File: config.mk
export PLATFORM = sky130hd
export DESIGN_NAME = tri_profile_gen
export DESIGN_NICKNAME = d
export VERILOG_FILES = /design/src/rtl/spread_tri_pkg.sv /design/src/rtl/tri_setting_latch.sv /design/src/rtl/tri_half_counter.sv /design/src/rtl/tri_offset_acc.sv /design/src/rtl/tri_profile_gen.sv
export SDC_FILE = /design/constraint.sdc
export NUM_CORES = 1
export LEC_CHECK = 0
export ABC_AREA = 1
export BUFFER_PORTS_ARGS = -buffer_cell sky130_fd_sc_hd__clkbuf_2
export CORE_MARGIN = 5
export CORE_UTILIZATION = 60
export CTS_CLUSTER_SIZE = 10
export DETAILED_ROUTE_END_ITERATION = 7
export PLACE_DENSITY = 0.91
export SLEW_MARGIN = 20
export SYNTH_ARGS = -nofsm -noshare
export SYNTH_HDL_FRONTEND = slang
export SYNTH_SLANG_ARGS = --single-unit
File: constraint.sdc
create_clock -name clk -period 3.68 [get_ports clk]
set_input_delay 0.184 -clock clk [delete_from_list [all_inputs] [get_ports clk]]
set_output_delay 0.184 -clock clk [all_outputs]
set_load 0.02 [all_outputs]
File: src/rtl/spread_tri_pkg.sv
package spread_tri_pkg;
  typedef enum logic {
    SLOPE_RISE = 1'b0,
    SLOPE_FALL = 1'b1
  } slope_e;
endpackage

File: src/rtl/tri_setting_latch.sv
module tri_setting_latch #(
  parameter int STEP_W = 16,
  parameter int HALF_W = 16
) (
  input  logic              clk,
  input  logic              rst_n,
  input  logic              load,
  input  logic [STEP_W-1:0] step_i,
  input  logic [HALF_W-1:0] half_i,
  output logic [STEP_W-1:0] step_q,
  output logic [HALF_W-1:0] half_last_q
);
  logic [HALF_W-1:0] half_last_d;

  // A programmed count of zero behaves as a one-clock slope.
  assign half_last_d = (half_i == '0) ? '0 : half_i - HALF_W'(1);

  always_ff @(posedge clk or negedge rst_n) begin
    if (!rst_n) begin
      step_q      <= '0;
      half_last_q <= '0;
    end else if (load) begin
      step_q      <= step_i;
      half_last_q <= half_last_d;
    end
  end
endmodule

File: src/rtl/tri_half_counter.sv
module tri_half_counter
  import spread_tri_pkg::*;
#(
  parameter int HALF_W = 16
) (
  input  logic              clk,
  input  logic              rst_n,
  input  logic              run,
  input  logic [HALF_W-1:0] half_last,
  output slope_e            slope_q,
  output logic              wrap
);
  logic [HALF_W-1:0] cnt_q;
  logic              term;

  assign term = (cnt_q == half_last);
  assign wrap = run && term && (slope_q == SLOPE_RISE);

  always_ff @(posedge clk or negedge rst_n) begin
    if (!rst_n) begin
      cnt_q   <= '0;
      slope_q <= SLOPE_FALL;
    end else if (!run) begin
      cnt_q   <= '0;
      slope_q <= SLOPE_FALL;
    end else if (term) begin
      cnt_q   <= '0;
      slope_q <= (slope_q == SLOPE_FALL) ? SLOPE_RISE : SLOPE_FALL;
    end else begin
      cnt_q   <= cnt_q + HALF_W'(1);
    end
  end
endmodule

File: src/rtl/tri_offset_acc.sv
module tri_offset_acc
  import spread_tri_pkg::*;
#(
  parameter int STEP_W = 16,
  parameter int OFF_W  = 24
) (
  input  logic                    clk,
  input  logic                    rst_n,
  input  logic                    run,
  input  slope_e                  slope,
  input  logic [STEP_W-1:0]       step,
  output logic signed [OFF_W-1:0] off_q
);
  logic signed [OFF_W-1:0] step_ext;

  assign step_ext = OFF_W'(step);

  always_ff @(posedge clk or negedge rst_n) begin
    if (!rst_n)                    off_q <= '0;
    else if (!run)                 off_q <= '0;
    else if (slope == SLOPE_FALL)  off_q <= off_q - step_ext;
    else                           off_q <= off_q + step_ext;
  end
endmodule

File: src/rtl/tri_profile_gen.sv
module tri_profile_gen
  import spread_tri_pkg::*;
#(
  parameter int NOM_W  = 8,
  parameter int FRAC_W = 16,
  parameter int STEP_W = 16,
  parameter int HALF_W = 16,
  parameter int OFF_W  = 24,
  localparam int RATIO_W = NOM_W + FRAC_W
) (
  input  logic               clk,
  input  logic               rst_n,
  input  logic               enable_i,
  input  logic [NOM_W-1:0]   nominal_i,
  input  logic [STEP_W-1:0]  step_i,
  input  logic [HALF_W-1:0]  half_i,
  output logic [RATIO_W-1:0] ratio_o,
  output logic               falling_o
);
  logic [STEP_W-1:0]       step_act;
  logic [HALF_W-1:0]       half_last;
  logic                    wrap;
  logic                    load;
  slope_e                  slope;
  logic signed [OFF_W-1:0] off_q;

  // Settings are taken while idle or at the top of the triangle only.
  assign load = !enable_i || wrap;

  tri_setting_latch #(.STEP_W(STEP_W), .HALF_W(HALF_W)) u_latch (
    .clk(clk), .rst_n(rst_n), .load(load), .step_i(step_i), .half_i(half_i),
    .step_q(step_act), .half_last_q(half_last)
  );

  tri_half_counter #(.HALF_W(HALF_W)) u_cnt (
    .clk(clk), .rst_n(rst_n), .run(enable_i), .half_last(half_last),
    .slope_q(slope), .wrap(wrap)
  );

  tri_offset_acc #(.STEP_W(STEP_W), .OFF_W(OFF_W)) u_acc (
    .clk(clk), .rst_n(rst_n), .run(enable_i), .slope(slope), .step(step_act),
    .off_q(off_q)
  );

  assign ratio_o   = {nominal_i, {FRAC_W{1'b0}}} + RATIO_W'(off_q);
  assign falling_o = (slope == SLOPE_FALL);
endmodule

# After elaboration in Yosys (flattened, before gate mapping)
# Cells that the tools add are included.
[classes] addsub=5 muxes=8 n_eq_ne=2 n_bitwise=1 n_reduce_logical=5
[ops] op="16-bit two-way mux" n=3
[ops] op="24-bit two-way mux" n=2
[ops] op="24-bit by 17-bit adder with 24-bit output" n=1
[ops] op="24-bit adder" n=1
[ops] op="24-bit by 17-bit subtractor with 24-bit output" n=1
[ops] op="16-bit by 1-bit adder with 16-bit output (second input constant)" n=1
[ops] op="16-bit == test" n=1
[ops] op="16-bit logical NOT" n=1
[ops] op="16-bit by 1-bit subtractor with 16-bit output (second input constant)" n=1
[ops] op="1-bit two-way mux" n=3
[ops] op="1-bit logical AND" n=2
[ops] op="2-bit by 1-bit != test with 1-bit output (second input constant)" n=1
[ops] op="1-bit logical NOT" n=1
[ops] op="1-bit logical OR" n=1
[ops] op="1-bit NOT" n=1
[totals] in_bits=43 word_cells=26 register_bits=73

# Depth between registers and ports, before layout
# Gate-level depths: netlist (run 1).
[logic_depth] word_depth=4 depth_mapped=21 mapped_depth_nobuf=21

# Cells and area by module
# A second synthesis (run 1) with hierarchy kept.
[unflattened] cells_unflattened=932 hier_area_um2=6015.8
[by_module_without_submodules] module="tri_offset_acc" seq_area_each_um2=600.6 area_each_um2=2825.2 cells_per_inst=476 n_inst=1
[by_module_without_submodules] module="tri_setting_latch" seq_area_each_um2=800.8 area_each_um2=1651.6 cells_per_inst=209 n_inst=1
[by_module_without_submodules] module="tri_half_counter" seq_area_each_um2=426.7 area_each_um2=1169.9 cells_per_inst=185 n_inst=1
[by_module_without_submodules] module="tri_profile_gen" seq_area_each_um2=0.0 area_each_um2=369.1 cells_per_inst=62 n_inst=1

# Worst setup path after synthesis (run 1)
# No wires, ideal clock.
[synth_timing] path_kind="register to register" from="register u_latch.step_q[8]" to="register u_acc.off_q[19]" arrival_ns=2.359 path_stages_with_launch=17 n_path_buf=0 required_ns=3.563 period_less_slack_ns=2.476 setup_slack_ns=1.204 path_cell_list="dfrtp_1 or2_2 nor3_1 nand2_1 o21ai_1 xor2_1 inv_1 ha_1 nand2_1 nor2_1 inv_1 nor2_1 nand3b_1 nand3_1 nand2_1 nand2_1 nor2_1"
[synth_via] elab_chain_len=3 elab_cells_between_ends=4
[synth_rtl] element="start, declared" line_no="tri_setting_latch.sv:10" rtl="output logic [STEP_W-1:0] step_q,"
[synth_rtl] element="start signal, assigned" line_no="tri_setting_latch.sv:23" rtl="step_q <= step_i;"
[synth_rtl] element="24-bit by 17-bit adder with 24-bit output / 24-bit by 17-bit subtractor with 24-bit output (equally long branches)" line_no="tri_offset_acc.sv:22, tri_offset_acc.sv:21"
[synth_rtl] element="24-bit two-way mux *" line_no="tri_offset_acc.sv:21" rtl="else if (slope == SLOPE_FALL) off_q <= off_q - step_ext;"
[synth_rtl] element="24-bit two-way mux *" line_no="tri_offset_acc.sv:20" rtl="else if (!run) off_q <= '0;"
[synth_rtl] element="end signal, assigned" line_no="tri_offset_acc.sv:21"
[synth_rtl] element="end signal, assigned" line_no="tri_offset_acc.sv:22" rtl="else off_q <= off_q + step_ext;"
[synth_rtl] element="end, declared" line_no="tri_offset_acc.sv:12" rtl="output logic signed [OFF_W-1:0] off_q"
# Mark *: on every way between the ends. The rest lies on a longest branch, timed or not.
# A chain may end at the register's enable or synchronous reset.

# Final worst setup path (run 1)
# Ends and elaborated chain as after synthesis.

==> summary.txt, run 1 <==
Timing
  • RSZ-0062 raised after global routing: no
  • FMAX: 347 MHz
  • Worst-case headroom to the max-slew limit: 37.3%
  • Setup TNS: 0 ps
  • Worst slew pin tran: ~940 ps
  • Max-slew violation count: 0
  • Hold Violations, Final: 0
  • Crit path time final: around 2900 ps
  • Worst hold slack: 31.5 ps
  • Clock Skews: 11.6 ps
  • Final count of negative-setup-slack endpoints: 0
  • Final worst-path cycle share: 78.3%

Place
  • I/O Buffers: 67
  • # placed instances: between 1k and 1.5k
  • Final GP Congestion: between 1 and 1.5
  • Detailed Place HPWL: 11000 µm

Route
  • Drt wl/cell: 13.4 µm
  • Vias: 5806
  • ANT nets after route: 0
  • Routed vias/inst: 5.33
  • Drt drc: 0
  • 1st-pass router iterations: 5
  • Routed Wire Length: 14600 µm
  • 1st-iter DRT viols: roughly 410

CTS
  • TritonCTS clock tree: yes
  • CTS resizes: 0
  • Clock sink total: 73
  • Insertion delay to the later sink of the worst-skew pair: 360 ps
  • CTS Root Buffer Type: clkbuf_8
  • Worst-path clk slew: 90 ps
  • CTS buffer count: 9
  • H-tree depth: 3
  • Clock Path Buffers: 2
  • Hold-fix buffers at CTS: 0
  • Post-CTS Setup Bufs: 0

Yosys
  • Area contributors post-synth: dfrtp_1, nand2_1, nand3_1
  • Seq cells post-synth: 73
  • Synthesized area per cell: 6.68 µm²
  • Mapped Cells: 908
  • Syn Nets: 987
  • Yosys warning count: 0
  • Mapped cell area: 6060 µm²
  • Area leader, netlist: dfrtp_1
  • Netlist cell types: 33
  • Seq/Total Area, Yosys: 30.1%
  • Post-synth top area share: 29.7%

Global route
  • Vias in the first global route: 5532
  • Largest net degree at the start of global routing: 74
  • Gr usage total: 24.2%
  • First-pass GRT wire length: between 20000 and 25000 µm
  • Initial antenna violation count: 0
  • GR Overflow Total: 0

Die
  • Top Ports: 68
  • Starting density of the core: about three fifths
  • Die ar.: 12200 µm²
  • Die Wd: 111 µm
  • Row count: 36
  • Die Y: 111 µm
  • Placeable Area: 9820 µm²

Min path
  • HP Class: input pin to asynchronous set/reset pin

Finish
  • Area growth, synth to finish: 7.51%
  • Final Non-Filler Cells: 1090
  • Layout Nets: 1031
  • Antenna diodes: 0
  • Ratio of cells with drive above 1 in the final layout: 11.5%
  • Most frequent cells in the layout: nand2_1, nor2_1, inv_1
  • Most common cell after layout, fill and taps aside: nand2_1

Setup path
  • Most used cell, CP: nand2_1
  • Crit Path Max Fanout: 4
  • Crit. End Element: register
  • Crit-path max cell delay: between 400 and 500 ps
  • CP startpoint kind: register
  • CP max-delay cell: dfrtp_1
  • CP arrival: about 3100 ps
  • Worst path cell trace: or2_2, nor3_1, nand2_1, o21ai_1, xor2_1, inv_1, ha_1, nand2_1, nor2_1, inv_1, nor2_1, nand3b_1, nand3_1, nand2_1, nand2_1, nor2_1
  • Worst Path Required: between 3000 and 4000 ps
  • CP Class: register to register

Job
  • Max-cap check violation count: 0

Power and ir drop
  • Peak supply drop: 0.337 mV
  • Static leakage: between 0.003 and 0.004 µW
  • Pwr dens: a little over 600 nW/µm²

Run status
  • Status: completed
==> per-stage QoR <==
stage / cell area (µm²) / power (µW) / util, % / worst slack, ps
after floorplan: 6060 / 2870 / - / 1200
after global routing: 6520 / 4420 / 66.4 / 532
final: 6520 / 4050 / 66.4 / 799
after CTS: 6520 / 4040 / 66.4 / 821
after detailed placement: 6310 / 3350 / 64.2 / 843
after global placement: 6310 / 3300 / 64.2 / 834
==> metal layers <==
metal  routed length [µm]  GRT usage (%)
met5                    0              0
met1                 6160           28.8
met4                  432           8.95
met3                  721           4.32
met2                 7310           43.4
==> logic make-up (layout without fill, tap and decap cells) <==
| logic type | Yosys count | after routing | share of synthesized area [%] |
|---|---|---|---|
| AO/OA/AOI/OAI | 60 | 60 | 5.20 |
| XOR/XNOR | 48 | 48 | 6.93 |
| adder cells (fa/ha/maj) | 36 | 36 | 7.68 |
| buffers and inverters | 156 | 205 | 11.9 |
| flip-flops | 73 | 73 | 30.1 |
| AND/OR/NAND/NOR | 535 | 535 | 38.1 |
==> power breakdown <==
| part | total (µW) | internal [µW] | switching, µW |
|---|---|---|---|
| registers | 1060 | 940 | 117 |
| logic | 2310 | 789 | 1520 |
| clock network | 691 | 341 | 351 |
| total | 4050 | 2070 | 1980 |
==> final timing paths <==
path | start | endpoint | slack (ps) | cells after the start
max | u_latch.step_q[8]$_DFFE_PN0P_ | u_acc.off_q[19]$_DFF_PN0_ | 800 | 16
min | rst_n | u_acc.off_q[1]$_DFF_PN0_ | 30 | 2
max reg2reg | u_latch.step_q[8]$_DFFE_PN0P_ | u_acc.off_q[19]$_DFF_PN0_ | 800 | 16
min reg2reg | u_cnt.cnt_q[0]$_DFF_PN0_ | u_cnt.cnt_q[0]$_DFF_PN0_ | 520 | 1
max in group asynchronous | rst_n | u_latch.half_last_q[12]$_DFFE_PN0P_ | 3020 | 2
min in group clk | step_i[14] | u_latch.step_q[14]$_DFFE_PN0P_ | 50 | 3
==> synth_stat cells <==
cell type and count:
nand4_1 10, o21a_1 1, fa_1 2, xnor2_1 14, inv_2 2, nand3_1 96, nand3b_1 4, xor2_1 34
buf_2 5, or2_1 1, dfstp_2 1, inv_1 118, nand3_2 11, o21bai_1 5, buf_1 1, buf_4 19
nand2_1 263, a21oi_1 38, ha_1 34, buf_6 6, nor3b_1 1, nand2_8 1, nor4_1 2, buf_12 1
nand2_4 1, or2_2 2, clkbuf_1 4, o21ai_1 1, nor2_1 123, dfrtp_1 72, nor2_2 6, nor3_1 14
o21ai_0 15
==> sequential cells by signal, indices dropped and copies added, names as in the netlist <==
| signal | count |
|---|---|
| u_cnt.slope_q | 1 |
| u_latch.half_last_q | 16 |
| u_acc.off_q | 24 |
| u_cnt.cnt_q | 16 |
| u_latch.step_q | 16 |
==> worst max-delay path: cells and delay by family (launching register included) <==
family / cells / cell delay [ps]
and+or+nand+nor: 11 / 1530
DFF: 1 / 430
adders and majority gates: 1 / 340
xor gates and xnor gates: 1 / 180
AOI/OAI and AO/OA: 1 / 160
buffers and inverters: 2 / 140
==> final cells by class <==
class | instances | area (µm²)
multi-input cells | 679 | 3510
fillers | 895 | 3300
flip-flops and latches | 73 | 1830
inverters | 120 | 450
repair buffers | 69 | 350
well taps | 133 | 166
clock buffers | 10 | 138
clock inverters | 6 | 72.6
(Power assumes the default switching activity.)
==> run 2, diff against run 1 <==
--- a/config.mk
+++ b/config.mk
@@ -5,10 +5,10 @@
 export SDC_FILE = /design/constraint.sdc
 export NUM_CORES = 1
 export LEC_CHECK = 0
-export ABC_AREA = 1
+export ABC_AREA = 0
 export BUFFER_PORTS_ARGS = -buffer_cell sky130_fd_sc_hd__clkbuf_2
 export CORE_MARGIN = 5
-export CORE_UTILIZATION = 60
+export CORE_UTILIZATION = 59
 export CTS_CLUSTER_SIZE = 10
 export DETAILED_ROUTE_END_ITERATION = 7
 export PLACE_DENSITY = 0.91
==> constraint.sdc (replaced) <==
create_clock -name clk -period 2.8 [get_ports clk]
set_input_delay 0.14 -clock clk [delete_from_list [all_inputs] [get_ports clk]]
set_output_delay 0.14 -clock clk [all_outputs]
set_load 0.02 [all_outputs]
==> run 2 against run 1 <==
Compared with the run above:
- the run now ends with negative setup slack left
- die area fell by 12%
- sequential share of layout area increased by 0.95 points
- final area fell by 3.3%
- via count decreased by 20%
- clock power is 26% higher
- critical path type unchanged
==> summary.txt, run 2 <==
Setup path
  • R2R Setup Slk: -170 ps (was 800 ps)
  • CP Class: register to register (unchanged)
  • CP arrival: 3180 ps (was 3140 ps)
  • Worst Path Required: 3010 ps (was 3940 ps)
  • CP startpoint kind: register (unchanged)
  • Crit. End Element: register (unchanged)
  • Crit Path Max Fanout: 5 (was 4)
  • Worst path cell trace: nor4_4, and3_4, a21oi_2, xnor2_2, ha_4, a21oi_4, o21ai_2, o211a_1, o31a_1, nor4_1, nor3_1 (was or2_2, nor3_1, nand2_1, o21ai_1, xor2_1, inv_1, ha_1, nand2_1, nor2_1, inv_1, nor2_1, nand3b_1, nand3_1, nand2_1, nand2_1, nor2_1)
  • CP max-delay cell: dfrtp_1 (unchanged)
  • Crit-path max cell delay: 430 ps (about the same)

Yosys
  • Mapped Cells: 576 (was 908)
  • Seq/Total Area, Yosys: 35.2% (was 30.1%)
  • Area leader, netlist: dfrtp_1 (unchanged)
  • Mapped cell area: 5190 µm² (was 6060 µm²)
  • Post-synth top area share: 34.7% (was 29.7%)
  • Synthesized area per cell: 9.00 µm² (was 6.68 µm²)
  • Most frequent cell after synthesis: dfrtp_1 (was nand2_1)
  • Synth top cells by count: dfrtp_1, nor2_1, a21oi_1 (was nand2_1, nor2_1, inv_1)
  • Seq cells post-synth: 73 (unchanged)
  • Area contributors post-synth: dfrtp_1, ha_1, xnor2_1 (was dfrtp_1, nand2_1, nand3_1)
  • Syn Nets: 655 (was 987)
  • Post-synth top flop: dfrtp_1 (unchanged)
  • EDFF count, synth: 0 (unchanged)
  • Asr flop ratio synth: 100% (unchanged)
  • Yosys warning count: 0 (unchanged)
  • Netlist cell types: 53 (was 33)

Route
  • Vias: 4669 (was 5806)
  • ANT nets after route: 0 (unchanged)
  • 1st-iter DRT viols: 236 (was 411)
  • Drt drc: 0 (unchanged)
  • Drt wl/cell: 17.4 µm (was 13.4 µm)
  • Routed Wire Length: 13600 µm (was 14600 µm)
  • Routed vias/inst: 5.96 (was 5.33)
  • 1st-pass router iterations: 5 (unchanged)

Finish
  • Fillers: 603 (was 895)
  • Ratio of cells with drive above 1 in the final layout: 30.5% (was 11.5%)
  • Antenna diodes: 0 (unchanged)
  • Register area: 1830 µm² (unchanged)
  • Area growth, synth to finish: 21.6% (was 7.51%)
  • Max reg flops: 24 (unchanged)
  • Fin area: 6300 µm² (was 6520 µm²)
  • Most common cell after layout, fill and taps aside: dfrtp_1 (was nand2_1)
  • Most frequent cells in the layout: dfrtp_1, nor2_1, clkbuf_2 (was nand2_1, nor2_1, inv_1)
  • Biggest register: u_acc.off_q (unchanged)
  • Layout Nets: 750 (was 1031)
  • Multi-input logic area: 3340 µm² (was 3510 µm²)

Timing
  • Setup TNS: -434 ps (was 0 ps)
  • Crit path time final: 2970 ps (was 2880 ps)
  • Final count of negative-setup-slack endpoints: 6 (was 0)
  • Worst hold slack: 14.4 ps (was 31.5 ps)
  • Hold Violations, Final: 0 (unchanged)
  • FMAX: 337 MHz (was 347 MHz)
  • Max-slew violation count: 0 (unchanged)
  • Worst-case headroom to the max-slew limit: 52.3% (was 37.3%)
  • Clock Skews: 10.0 ps (was 11.6 ps)
  • Worst setup margin: -167 ps (was 799 ps)
  • Worst slew pin tran: 715 ps (was 941 ps)
  • Final worst-path cycle share: 106% (was 78.3%)
  • RSZ-0062 raised after global routing: yes (was no)

Die
  • Top Ports: 68 (unchanged)
  • Row count: 34 (was 36)
  • Die Wd: 104 µm (was 111 µm)
  • Die ar.: 10800 µm² (was 12200 µm²)
  • Die Y: 104 µm (was 111 µm)
  • Starting density of the core: 60.1% (was 61.7%)
  • Placeable Area: 8640 µm² (was 9820 µm²)

CTS
  • H-tree depth: 3 (unchanged)
  • Clock Path Buffers: 2 (unchanged)
  • CTS buffer count: 9 (unchanged)
  • Clock sink total: 73 (unchanged)
  • Insertion delay to the later sink of the worst-skew pair: 360 ps (about the same)
  • CTS Root Buffer Type: clkbuf_8 (unchanged)
  • TritonCTS clock tree: yes (unchanged)
  • Worst-path clk slew: 90 ps (about the same)

Global route
  • First-pass GRT wire length: 21800 µm (was 24900 µm)
  • Largest net degree at the start of global routing: 27 (was 74)
  • Vias in the first global route: 4664 (was 5532)
  • Gr usage total: 24.4% (was 24.2%)
  • Initial antenna violation count: 0 (unchanged)
  • GR Overflow Total: 0 (unchanged)

Run status
  • Status: finished, violations left (was completed)
  • Failing checks: negative setup slack

Power and ir drop
  • Peak supply drop: 0.335 mV (was 0.337 mV)
  • Pwr dens: 840 nW/µm² (was 622 nW/µm²)
  • Static leakage: 0.00291 µW (was 0.00363 µW)

Place
  • Detailed Place HPWL: 10300 µm (was 11000 µm)
  • I/O Buffers: 67 (unchanged)
  • Final GP Congestion: 0.957 (was 1.04)
  • Place WS: -81.5 ps (was 843 ps)
  • Dpl cell area: 5810 µm² (was 6310 µm²)

Min path
  • HP Class: input pin to register (was input pin to asynchronous set/reset pin)

Job
  • Max-cap check violation count: 0 (unchanged)
## run 2: metal layers
metal	wire length (µm)	global-route usage [%]	share of wire, %	vias to the layer above
met1	5580	30.1	41	2277
met3	774	5.04	5.7	32
met2	6960	42.4	51	159
met5	0	0	0	-
met4	323	7.86	2.4	0
li1	-	-	-	2201
## run 2: cell families (layout without fill, tap and decap cells)
kind of cell	count (synthesis)	after routing	synth area share [%]
and+or+nand+nor	200	200	18.9
AOI/OAI and AO/OA	118	118	14.2
DFF	73	73	35.2
xor gates and xnor gates	69	69	11.7
buffers and inverters	52	152	5.07
adders and majority gates	36	36	8.97
muxes	28	28	6.01
## run 2: critical path: cells and delay by family (launching register included)
family                     cells  cell delay (ps)
xor gates and xnor gates       1              280
AOI/OAI and AO/OA              5              740
DFF                            1              430
and+or+nand+nor                4             1100
adders and majority gates      1              270
## run 2: where the power goes
part | internal, µW | leakage, µW | switching, µW | total, µW
Combinational | 1330 | 0.00190 | 1680 | 3010
Clock | 418 | 0.0000962 | 452 | 870
Sequential | 1250 | 0.000912 | 170 | 1420
## run 2: area by class of cell
class / instances / share of cell area, %
Tap cell: 108 / 2.14
Timing Repair Buffer: 118 / 11.6
Clock inverter: 7 / 1.21
Inverter: 18 / 1.07
Multi-Input combinational cell: 451 / 53.0
Clock buffer: 9 / 1.96
Sequential cell: 73 / 29.0
## run 2: worst paths after layout
kind / start / end / cells after the start
max in group asynchronous: rst_n / u_cnt.slope_q$_DFFE_PN1P_ / 3
min: step_i[8] / u_latch.step_q[8]$_DFFE_PN0P_ / 2
max reg2reg: u_latch.step_q[4]$_DFFE_PN0P_ / u_acc.off_q[17]$_DFF_PN0_ / 11
min reg2reg: u_latch.half_last_q[9]$_DFFE_PN0P_ / u_latch.half_last_q[9]$_DFFE_PN0P_ / 1
min in group asynchronous: rst_n / u_acc.off_q[0]$_DFF_PN0_ / 2
max: u_latch.step_q[4]$_DFFE_PN0P_ / u_acc.off_q[17]$_DFF_PN0_ / 11
## run 2: through the flow
step	util, %	cells	total power, µW
after floorplan	-	576	3290
after global placement	67.3	761	3920
after detailed placement	67.3	761	4030
after CTS	70.3	780	4940
after global routing	73.0	784	5630
final	73.0	784	5300
## run 2: timing repair
item                                    CTS  global route
buffers inserted                          0             4
resized for setup                         8            53
pin swaps                                 0            29
hold endpoints to repair                 24             0
endpoints found under the setup margin    9            15
hold buffers                              3             0
